### config.mk
export PLATFORM = sky130hd
export DESIGN_NAME = dual_serial_regif
export DESIGN_NICKNAME = d
export VERILOG_FILES = /design/src/rtl/dsr_pkg.sv /design/src/rtl/dsr_decode.sv /design/src/rtl/dsr_irq.sv /design/src/rtl/dsr_core.sv /design/src/rtl/dual_serial_regif.sv
export SDC_FILE = /design/constraint.sdc
export NUM_CORES = 1
export LEC_CHECK = 0
export BUFFER_PORTS_ARGS = -buffer_cell sky130_fd_sc_hd__buf_2
export CORE_UTILIZATION = 69
export CTS_CLUSTER_SIZE = 25
export DETAILED_ROUTE_END_ITERATION = 7
export GPL_ROUTABILITY_DRIVEN = 0
export PLACE_DENSITY = 0.88
export SKIP_CTS_REPAIR_TIMING = 1
export SYNTH_ARGS = -nofsm -noshare
export SYNTH_HDL_FRONTEND = slang
export SYNTH_HIERARCHICAL = 1
export SYNTH_SLANG_ARGS = --single-unit
### constraint.sdc
create_clock -name clk -period 5.5 [get_ports clk]
set_input_delay 1.1 -clock clk [delete_from_list [all_inputs] [get_ports clk]]
set_output_delay 1.1 -clock clk [all_outputs]
set_load 0.01 [all_outputs]
### src/rtl/dsr_pkg.sv
package dsr_pkg;
  parameter int DW   = 8;
  parameter int NREG = 16;
  localparam int PW  = $clog2(NREG);

  localparam logic CH_B = 1'b0;
  localparam logic CH_A = 1'b1;

  localparam int IX_IEN = 1;
  localparam int IX_RXC = 3;
  localparam int IX_FMT = 4;
  localparam int IX_TXC = 5;
  localparam int IX_MIC = 9;
  localparam int IX_CLK = 11;
  localparam int IX_BRL = 12;
  localparam int IX_BRH = 13;
  localparam int IX_MSC = 14;
  localparam int IX_XIE = 15;

  typedef struct packed {
    logic [NREG-1:0][DW-1:0] wr;
    logic [DW-1:0] rr0;
    logic [DW-1:0] rr1;
    logic [DW-1:0] rxb;
    logic [PW-1:0] ptr;
    logic          rxint;
    logic          txint;
    logic          rx_us;
    logic          tx_us;
  } chn_t;

  typedef struct packed {
    chn_t [1:0]    ch;
    logic [DW-1:0] vec;
    logic [DW-1:0] ipend;
  } core_t;

  function automatic core_t f_vec_idle(core_t s, logic c);
    s.vec = s.ch[c].wr[IX_MIC][4] ? 8'h60 : 8'h06;
    return s;
  endfunction

  function automatic core_t f_set_rx(core_t s, logic c);
    logic hi;
    hi = s.ch[c].wr[IX_MIC][4];
    s.ch[c].rxint = 1'b1;
    s.ch[c].rx_us = 1'b1;
    if (c == CH_A) begin
      s.ipend = s.ipend | 8'h20;
      s.vec   = hi ? 8'h30 : 8'h0C;
    end else begin
      s.ipend = s.ipend | 8'h04;
      s.vec   = hi ? 8'h20 : 8'h04;
    end
    return s;
  endfunction

  function automatic core_t f_set_tx(core_t s, logic c);
    logic hi;
    hi = s.ch[c].wr[IX_MIC][4];
    s.ch[c].txint = 1'b1;
    if (!s.ch[c].rx_us) begin
      s.ch[c].tx_us = 1'b1;
      if (c == CH_A) begin
        if (s.ch[c].wr[IX_IEN][1]) s.ipend = s.ipend | 8'h10;
        s.vec = hi ? 8'h10 : 8'h08;
      end else begin
        if (s.ch[c].wr[IX_IEN][1]) s.ipend = s.ipend | 8'h02;
        s.vec = 8'h00;
      end
    end
    return s;
  endfunction

  function automatic core_t f_clr_rx(core_t s, logic c);
    s.ch[c].rxint = 1'b0;
    s.ch[c].rx_us = 1'b0;
    s = f_vec_idle(s, c);
    s.ipend = s.ipend & ((c == CH_A) ? 8'hDF : 8'hFB);
    if (s.ch[c].txint) s = f_set_tx(s, c);
    return s;
  endfunction

  function automatic core_t f_clr_tx(core_t s, logic c);
    s.ch[c].txint = 1'b0;
    s.ch[c].tx_us = 1'b0;
    s = f_vec_idle(s, c);
    s.ipend = s.ipend & ((c == CH_A) ? 8'hEF : 8'hFD);
    if (s.ch[c].rxint) s = f_set_rx(s, c);
    return s;
  endfunction

  function automatic core_t f_chan_reset(core_t s, logic c);
    s.ch[c] = '0;
    s.ch[c].wr[IX_FMT] = 8'h04;
    s.ch[c].wr[IX_MIC] = 8'hC0;
    s.ch[c].wr[IX_CLK] = 8'h08;
    s.ch[c].wr[IX_MSC] = 8'h30;
    s.ch[c].wr[IX_XIE] = 8'hF8;
    s.ch[c].rr0 = 8'h44;
    s.ch[c].rr1 = 8'h07;
    if (c == CH_B) s.vec = '0;
    else           s.ipend = '0;
    return s;
  endfunction

  function automatic core_t f_reset_all();
    core_t s;
    s = '0;
    s = f_chan_reset(s, CH_B);
    s = f_chan_reset(s, CH_A);
    return s;
  endfunction

  function automatic logic [DW-1:0] f_rr_read(core_t s, logic c, logic [PW-1:0] idx);
    logic [DW-1:0] v;
    case (idx)
      4'd0:    v = s.ch[c].rr0;
      4'd1:    v = s.ch[c].rr1;
      4'd2:    v = (c == CH_B) ? s.vec : '0;
      4'd3:    v = (c == CH_A) ? s.ipend : '0;
      4'd12:   v = s.ch[c].wr[IX_BRL];
      4'd13:   v = s.ch[c].wr[IX_BRH];
      default: v = '0;
    endcase
    return v;
  endfunction
endpackage

### src/rtl/dsr_decode.sv
module dsr_decode (
  input  logic [1:0] addr_i,
  input  logic       wr_i,
  input  logic       rd_i,
  output logic       wr_en_o,
  output logic       rd_en_o,
  output logic       is_data_o,
  output logic       chan_o
);
  assign is_data_o = addr_i[0];
  assign chan_o    = addr_i[1];
  assign wr_en_o   = wr_i;
  assign rd_en_o   = rd_i && !wr_i;
endmodule

### src/rtl/dsr_irq.sv
module dsr_irq
  import dsr_pkg::*;
(
  input  logic                clk,
  input  logic                rst,
  input  logic [1:0][DW-1:0]  ien_i,
  input  logic [1:0]          brk_en_i,
  input  logic [1:0]          brk_st_i,
  input  logic [1:0]          txp_i,
  input  logic [1:0]          rxp_i,
  output logic                irq_o
);
  logic [1:0] req;

  for (genvar c = 0; c < 2; c++) begin : g_req
    logic rx_mode_on;
    assign rx_mode_on = (ien_i[c][4:3] == 2'b01) || (ien_i[c][4:3] == 2'b10);
    assign req[c] = (ien_i[c][1] && txp_i[c]) ||
                    (rx_mode_on && rxp_i[c]) ||
                    (brk_en_i[c] && brk_st_i[c]);
  end

  always_ff @(posedge clk) begin
    if (rst) irq_o <= 1'b0;
    else     irq_o <= |req;
  end

  AST_IRQ_QUIET: assert property (@(posedge clk) disable iff (rst)
    (ien_i[0][1] == 1'b0 && ien_i[1][1] == 1'b0 && ien_i[0][4:3] == 2'b00 &&
     ien_i[1][4:3] == 2'b00 && brk_en_i == 2'b00) |=> !irq_o)
    else $error("irq raised with every enable off");
endmodule

### src/rtl/dsr_core.sv
module dsr_core
  import dsr_pkg::*;
(
  input  logic                clk,
  input  logic                rst,
  input  logic                wr_en_i,
  input  logic                rd_en_i,
  input  logic                is_data_i,
  input  logic                chan_i,
  input  logic [DW-1:0]       wdata_i,
  input  logic [1:0]          rx_valid_i,
  input  logic [1:0][DW-1:0]  rx_data_i,
  input  logic [1:0]          brk_i,
  output logic [DW-1:0]       rdata_o,
  output logic [1:0]          tx_valid_o,
  output logic [DW-1:0]       tx_data_o,
  output core_t               st_o
);
  core_t q, d;
  logic [2:0] cmd;
  assign cmd = wdata_i[5:3];

  always_comb begin
    d = q;
    if (wr_en_i) begin
      if (is_data_i) begin
        d.ch[chan_i].rr0[2] = 1'b1;
        d.ch[chan_i].rr1[0] = 1'b1;
        d = f_set_tx(d, chan_i);
      end else if (q.ch[chan_i].ptr == '0) begin
        d.ch[chan_i].ptr = {(cmd == 3'b001), wdata_i[2:0]};
        if (cmd == 3'b101) begin
          d = f_clr_tx(d, chan_i);
        end else if (cmd == 3'b111) begin
          if (d.ch[chan_i].rx_us) begin
            d.ch[chan_i].rx_us = 1'b0;
            if (d.ch[chan_i].txint) d = f_set_tx(d, chan_i);
          end else begin
            d.ch[chan_i].tx_us = 1'b0;
          end
        end
      end else begin
        d.ch[chan_i].ptr = '0;
        if (q.ch[chan_i].ptr == PW'(IX_MIC)) begin
          case (wdata_i[7:6])
            2'b01:   d = f_chan_reset(d, CH_B);
            2'b10:   d = f_chan_reset(d, CH_A);
            2'b11:   d = f_reset_all();
            default: d.ch[chan_i].wr[IX_MIC] = wdata_i;
          endcase
        end else begin
          d.ch[chan_i].wr[q.ch[chan_i].ptr] = wdata_i;
        end
      end
    end else if (rd_en_i) begin
      if (is_data_i) begin
        d.ch[chan_i].rr0[0] = 1'b0;
        d = f_clr_rx(d, chan_i);
      end else begin
        d.ch[chan_i].ptr = '0;
      end
    end
    for (int c = 0; c < 2; c++) begin
      if (rx_valid_i[c] && d.ch[c].wr[IX_RXC][0] && !d.ch[c].rr0[0]) begin
        d.ch[c].rr0[0] = 1'b1;
        d.ch[c].rxb    = rx_data_i[c];
        d = f_set_rx(d, 1'(c));
      end
      if (brk_i[c]) d.ch[c].rr0[7] = 1'b1;
    end
  end

  always_ff @(posedge clk) begin
    if (rst) q <= f_reset_all();
    else     q <= d;
  end

  always_ff @(posedge clk) begin
    if (rst) begin
      tx_valid_o <= '0;
      tx_data_o  <= '0;
    end else begin
      for (int c = 0; c < 2; c++)
        tx_valid_o[c] <= wr_en_i && is_data_i && (chan_i == 1'(c)) &&
                         q.ch[c].wr[IX_TXC][3];
      if (wr_en_i && is_data_i) tx_data_o <= wdata_i;
    end
  end

  assign rdata_o = is_data_i ? q.ch[chan_i].rxb : f_rr_read(q, chan_i, q.ch[chan_i].ptr);
  assign st_o    = q;

  for (genvar c = 0; c < 2; c++) begin : g_chk
    AST_PTR_RETURN: assert property (@(posedge clk) disable iff (rst)
      (((wr_en_i && q.ch[c].ptr != '0) || rd_en_i) && !is_data_i && chan_i == 1'(c))
      |=> (q.ch[c].ptr == '0))
      else $error("index not back to zero");
    AST_RX_HOLD: assert property (@(posedge clk) disable iff (rst)
      (q.ch[c].rr0[0] && !wr_en_i && !(rd_en_i && is_data_i && chan_i == 1'(c)))
      |=> $stable(q.ch[c].rxb))
      else $error("held byte overwritten");
    AST_BRK_STICKY: assert property (@(posedge clk) disable iff (rst)
      (q.ch[c].rr0[7] && !wr_en_i) |=> q.ch[c].rr0[7])
      else $error("break status lost");
    AST_TX_PULSE: assert property (@(posedge clk) disable iff (rst)
      tx_valid_o[c] |-> $past(wr_en_i && is_data_i && chan_i == 1'(c)))
      else $error("transmit strobe without data write");
  end

  AST_VEC_LEGAL: assert property (@(posedge clk) disable iff (rst)
    q.vec inside {8'h00, 8'h04, 8'h06, 8'h08, 8'h0C, 8'h10, 8'h20, 8'h30, 8'h60})
    else $error("illegal vector code");
endmodule

### src/rtl/dual_serial_regif.sv
module dual_serial_regif
  import dsr_pkg::*;
(
  input  logic          clk,
  input  logic          rst,
  input  logic [1:0]    bus_addr_i,
  input  logic          bus_wr_i,
  input  logic          bus_rd_i,
  input  logic [DW-1:0] bus_wdata_i,
  output logic [DW-1:0] bus_rdata_o,
  input  logic [1:0]    rx_valid_i,
  input  logic [DW-1:0] rx_data_b_i,
  input  logic [DW-1:0] rx_data_a_i,
  input  logic [1:0]    brk_i,
  output logic [1:0]    tx_valid_o,
  output logic [DW-1:0] tx_data_o,
  output logic          irq_o
);
  logic wr_en, rd_en, is_data, chan;
  core_t st;
  logic [1:0][DW-1:0] ien;
  logic [1:0] brk_en, brk_st, txp, rxp;

  dsr_decode u_decode (
    .addr_i   (bus_addr_i),
    .wr_i     (bus_wr_i),
    .rd_i     (bus_rd_i),
    .wr_en_o  (wr_en),
    .rd_en_o  (rd_en),
    .is_data_o(is_data),
    .chan_o   (chan)
  );

  dsr_core u_core (
    .clk       (clk),
    .rst       (rst),
    .wr_en_i   (wr_en),
    .rd_en_i   (rd_en),
    .is_data_i (is_data),
    .chan_i    (chan),
    .wdata_i   (bus_wdata_i),
    .rx_valid_i(rx_valid_i),
    .rx_data_i ({rx_data_a_i, rx_data_b_i}),
    .brk_i     (brk_i),
    .rdata_o   (bus_rdata_o),
    .tx_valid_o(tx_valid_o),
    .tx_data_o (tx_data_o),
    .st_o      (st)
  );

  for (genvar c = 0; c < 2; c++) begin : g_tap
    assign ien[c]    = st.ch[c].wr[IX_IEN];
    assign brk_en[c] = st.ch[c].wr[IX_XIE][7];
    assign brk_st[c] = st.ch[c].rr0[7];
    assign txp[c]    = st.ch[c].txint;
    assign rxp[c]    = st.ch[c].rxint;
  end

  dsr_irq u_irq (
    .clk     (clk),
    .rst     (rst),
    .ien_i   (ien),
    .brk_en_i(brk_en),
    .brk_st_i(brk_st),
    .txp_i   (txp),
    .rxp_i   (rxp),
    .irq_o   (irq_o)
  );
endmodule

==> metrics.md, run 1 <==
| Metric | Value |
|---|---|
| Initial cell density of the core | 0.722 |
| Fin area | about 0.0073 sq mm |
| Crit-path cells | buf_2 > nor3b_1 > o22ai_2 > nor2_1 > a21oi_1 > nand2_1 > a22o_1 > buf_2 |
| Tcrit/Tclk final | 0.834 |
| Worst-margin pin slew | between 1 and 1.5 ns |
| Total clock sinks | 129 |
| GR Util met3 | 0.168 |
| Std-Cell Rows | 35 |
| Vias/cell | 7.17 |
| Sequential Power Share | 0.445 |
| Min Tclk post-route | ~4.6 ns |
| Skew-Pair Late Insertion Delay | 0.54 ns |
| Register area | between 0.002 and 0.003 sq mm |
| Dpl cell area | 0.00681 sq mm |
| Comb pwr share | 0.088 |
| I/O Pins | 53 |
| Arrival @ worst endpoint | 3.49 ns |
| Syn_area_per_cell | 7.87 sq um |
| NetSw | approximately 0.00058 W |
| Largest net degree at the start of global routing | 107 |
| Internal power | 0.00156 W |
| Initial antenna violation count | 0 |
| Final setup vio count | 0 |
| Share of cells above drive strength 1 | 0.155 |
| Die height | 101 um |
| Vias | ~7000 |
| H-tree depth | 4 |
| Worst Path Max Fanout | 28 |
| N_diodes | 0 |
| Clock power frac | 0.467 |
| GR met2 Demand/Resource | 0.673 |
| Post-Syn Nets | around 890 |
| Nets | 871 |
| IO buf count | 52 |
| Detail Route Antenna Nets | 0 |
| HPWL after detailed placement | 14700 um |
| DR pass1 iterations | 7 |
| Die area | 0.0102 sq mm |
| Worst clock skew | between 0.01 and 0.015 ns |
| GRT Overall Usage | 0.457 |
| Syn. warnings | 6 |
| Max Cap Violations | 0 |
| Total CTS buffers | 17 |
| Grt ovf | 0 |
| First-pass GRT wire length | about 35000 um |
| Post-DR wirelength/cell | around 22 um |
| Layout area overhead | 8.34% |
| Final WL | ~22000 um |
| PD cells | 292 mW/mm^2 |
| Crit. End Element | output port |
| Critical Path Source Type | input port |
| Root buf cell | clkbuf_8 |
| Fmax achieved | between 200 and 250 MHz |
| Mapped cell area | between 0.006 and 0.007 sq mm |
| Final Util | 0.782 |
| Die X | just over 100 um |
| Grt met1 use | 0.560 |
| Core area | around 0.0094 sq mm |
| Worst vdd ir | roughly 310 uV |
| Static Leakage | 2.75 nW |
| Multi-input gate area in the final layout | roughly 0.0037 sq mm |
| Slowest CP cell | nor2_1 |
| Vias in the first global route | approximately 6500 |
| CP Class | in2out |
| Clk slew on worst S/H paths | ~0.060 ns |
| Max incr delay on CP | about 0.67 ns |
| Total negative setup slack | 0 ns |
| Initial DRC Count | around 1200 |
| CTS Buffer Depth | 2 |
| Final slew viol count | 0 |
| Most frequent CP cell | buf_2 |
| Worst Hold Class | reg2reg |
| DRC viols | 0 |
| RSZ-0062 raised after global routing | no |
| CTS tree | done |
| Fill count | just under 700 |
| Post-Synthesis Cells | roughly 860 |
| Worst EP required | around 4.4 ns |
| Slew headroom | 0.245 |
| Final Hold Viols | 0 |
| Grt peak-use layer | met2 |
| Net Sw Frac | 0.273 |
| Outcome | complete, no violations |
-- power by group through the flow --
stage	clock network, W	registers (W)	logic, W
final	0.000999	0.000953	0.000189
after global routing	0.00104	0.000953	0.000199
after CTS	0.00100	0.000952	0.000178
after detailed placement	0	0.000973	0.000176
after global placement	0	0.000972	0.000171
after floorplan	0	0.000970	0.000134
-- area by class of cell --
type / count / share of cell area
clock buffers: 18 / 0.0570
clock inverters: 14 / 0.0143
inverters: 11 / 0.00563
multi-input cells: 616 / 0.502
flip-flops and latches: 129 / 0.352
well taps: 129 / 0.0220
repair buffers: 62 / 0.0461
-- through the flow --
stage          instances  setup slack [ns]  total power, W  hold slack (ns)
5_1_grt              979             0.733         0.00219            0.470
2_1_floorplan        859              1.42         0.00110            0.410
3_5_place_dp         947              1.12         0.00115            0.431
4_1_cts              979              1.06         0.00213            0.448
6_report             979             0.912         0.00214            0.451
3_3_place_gp         947              1.26         0.00114            0.428
-- per-layer routing --
layer,share of wire,vias to the layer above
li1,-,3034
met1,0.36,3148
met2,0.43,660
met3,0.14,178
met4,0.074,0
met5,0,-
-- sequential cells by signal (all words and copies together), names as in the netlist --
name / count
u_core/st_o: 118
u_irq/irq_o: 1
u_core/tx_valid_o: 2
u_core/tx_data_o: 8
-- worst paths after layout --
kind,from,endpoint,slack (ns),depth (start not counted)
worst min register to register,u_core/st_o[192],u_core/st_o[192],0.45,1
worst max register to register,u_core/st_o[20],u_core/st_o[12],2.03,8
worst min-delay path,u_core/st_o[192],u_core/st_o[192],0.45,1
worst max-delay path,bus_addr_i[1],bus_rdata_o[5],0.91,8
-- worst max-delay path, delay by kind of cell --
| kind | cells | cell delay (ns) |
|---|---|---|
| compound gates | 3 | 0.65 |
| simple gates | 3 | 1.24 |
| buf+inv | 2 | 0.50 |
-- layout by cell type (no fill, tap or decap), types with 16 or more instances in the layout --
cell type,instances
nor2_1,91
nand2_1,105
clkbuf_16,16
a21oi_1,69
buf_2,51
dfxtp_1,129
a22oi_1,40
nand3_1,36
and2_1,24
o21ai_0,32
nor3_1,23
Power figures use the tool's default switching activity.
==> inputs of run 2 (changes only) <==
CORE_UTILIZATION = 65   (was 69)
PLACE_DENSITY = 0.83   (was 0.88)
clock period = 4.7 ns   (was 5.5 ns; I/O delays follow)
==> run 2 against run 1 <==
The run now ends with design-rule violations left. Global-route usage is 4.2 points lower. Core utilization is 3.0 points lower. Power is 26% higher. Combinational power is 21% higher. Sequential power is 18% higher. First-iteration DRC count is 0.16% higher. Critical path type unchanged. Critical endpoint is now bus_rdata_o[6].
==> metrics.md, run 2 (synthesized netlist as in run 1, its figures left out) <==
| Metric | Value |
|---|---|
| Outcome | complete, but fails checks (was complete, no violations) |
| Failing checks | design-rule violations |
| Total CTS buffers | 17 (unchanged) |
| Layout area overhead | 10.2% (was 8.34%) |
| Most frequent cells in the layout | dfxtp_1, nand2_1, nor2_1 (unchanged) |
| DR pass1 iterations | 8 (was 7) |
| Fmax achieved | about 240 MHz |
| Max incr delay on CP | 0.53 ns (was 0.67 ns) |
| Register area | 0.00258 sq mm (unchanged) |
| CTS Buffer Depth | 2 (unchanged) |
| Std-Cell Rows | 36 (was 35) |
| Largest net degree at the start of global routing | 74 (was 107) |
| Worst EP required | 3.76 ns (was 4.40 ns) |
| First-pass GRT wire length | 34600 um (was 34900 um) |
| Worst-margin pin slew | 1.12 ns (was 1.13 ns) |
| Worst Hold Class | reg2reg (unchanged) |
| Worst vdd ir | 337 uV (was 314 uV) |
| Slew headroom | 0.252 (was 0.245) |
| Skew-Pair Late Insertion Delay | 0.54 ns (about the same) |
| CP Class | in2out (unchanged) |
| I/O Pins | 53 (unchanged) |
| Final slew viol count | 0 (unchanged) |
| HPWL after detailed placement | 14700 um (about the same) |
| DRC viols | 16 (was 0) |
| Fill count | 745 (was 680) |
| Die X | 104 um (was 101 um) |
| Final Total Pwr | 0.00270 W (was 0.00214 W) |
| Initial DRC Count | 1234 (was 1232) |
| Die area | 0.0108 sq mm (was 0.0102 sq mm) |
| N_diodes | 0 (unchanged) |
| PD cells | 362 mW/mm^2 (was 292 mW/mm^2) |
| Critical Path Source Type | input port (unchanged) |
| Min Tclk post-route | ~4.2 ns |
| Final setup vio count | 0 (unchanged) |
| Worst clock skew | 0.0105 ns (was 0.0136 ns) |
| Clk slew on worst S/H paths | 0.05 ns (was 0.06 ns) |
| Slowest CP cell | clkinv_1 (was nor2_1) |
| Crit-path cells | buf_2 > clkinv_1 > nand2_1 > nor3_1 > a222oi_1 > nand3_1 > a21o_1 > a22o_1 > buf_2 (was buf_2 > nor3b_1 > o22ai_2 > nor2_1 > a21oi_1 > nand2_1 > a22o_1 > buf_2) |
| Total clock sinks | 129 (unchanged) |
| CTS tree | done (unchanged) |
| Post-DR wirelength/cell | 22.7 um (was 22.5 um) |
| Worst Path Max Fanout | 28 (unchanged) |
| Vias in the first global route | 6355 (was 6528) |
| Share of cells above drive strength 1 | 0.158 (was 0.155) |
| Vias/cell | 7.11 (was 7.17) |
| Total negative setup slack | 0 ns (unchanged) |
| Tcrit/Tclk final | 0.903 |
| Initial cell density of the core | 0.683 (was 0.722) |
| Crit. End Element | output port (unchanged) |
| Initial antenna violation count | 0 (unchanged) |
| Arrival @ worst endpoint | 3.30 ns (was 3.49 ns) |
| H-tree depth | 4 (unchanged) |
| IO buf count | 52 (unchanged) |
| Multi-input gate area in the final layout | 0.00368 sq mm (unchanged) |
| Final WL | 22400 um (was 22000 um) |
| RSZ-0062 raised after global routing | no (unchanged) |
| Most frequent CP cell | buf_2 (unchanged) |
| Die height | 104 um (was 101 um) |
| Detail Route Antenna Nets | 0 (unchanged) |
| Core area | 0.00991 sq mm (was 0.00937 sq mm) |
| Static Leakage | 2.81 nW (was 2.75 nW) |
| Final Hold Viols | 0 (unchanged) |
| Vias | 7021 (was 7020) |
| Max reg flops | 118 (unchanged) |
| GRT Overall Usage | 0.415 (was 0.457) |
| Grt ovf | 0 (unchanged) |
| Most common library cell in the layout ignoring fill and taps | dfxtp_1 (unchanged) |
| Nets | 875 (was 871) |
| Root buf cell | clkbuf_8 (unchanged) |
| Max Cap Violations | 0 (unchanged) |
-- run 2: final timing paths --
| kind | start | endpoint | slack (ns) | depth (start not counted) |
|---|---|---|---|---|
| max | bus_addr_i[1] | bus_rdata_o[6] | 0.46 | 9 |
| min | u_core/tx_data_o[5] | u_core/tx_data_o[5] | 0.45 | 2 |
| max reg2reg | u_core/st_o[23] | u_core/st_o[11] | 1.66 | 7 |
| min reg2reg | u_core/tx_data_o[5] | u_core/tx_data_o[5] | 0.45 | 2 |
-- run 2: area by class of cell --
| cell class | instances | share of cell area |
|---|---|---|
| Multi-Input combinational cell | 616 | 0.494 |
| Sequential cell | 129 | 0.347 |
| Clock buffer | 22 | 0.0621 |
| Timing Repair Buffer | 66 | 0.0494 |
| Tap cell | 133 | 0.0223 |
| Clock inverter | 10 | 0.0200 |
| Inverter | 11 | 0.00554 |
-- run 2: where the power goes --
group | total (W) | internal [W] | switching [W]
registers | 0.00112 | 0.00110 | 0.0000123
clock network | 0.00136 | 0.000857 | 0.000499
logic | 0.000229 | 0.0000682 | 0.000161
-- run 2: critical path, delay by kind of cell --
family | cells | cell delay [ns]
buffers and inverters | 3 | 1.03
AOI/OAI and AO/OA | 3 | 0.78
and+or+nand+nor | 3 | 0.53
-- run 2: layer usage --
metal	track usage	vias to the layer above	wire, um
met4	0.267	0	1580
li1	-	3045	-
met1	0.511	3169	8230
met5	0	-	0
met3	0.116	164	2980
met2	0.637	643	9640
-- run 2: per-stage QoR --
step	setup slack (ns)	hold WS (ns)	utilization	instances	instance area (sq um)
after floorplan	0.941	0.410	-	859	6760
after global placement	0.693	0.427	0.690	955	6840
after detailed placement	0.576	0.440	0.690	955	6840
after CTS	0.571	0.455	0.752	987	7450
after global routing	0.345	0.475	0.752	987	7450
final	0.457	0.454	0.752	987	7450
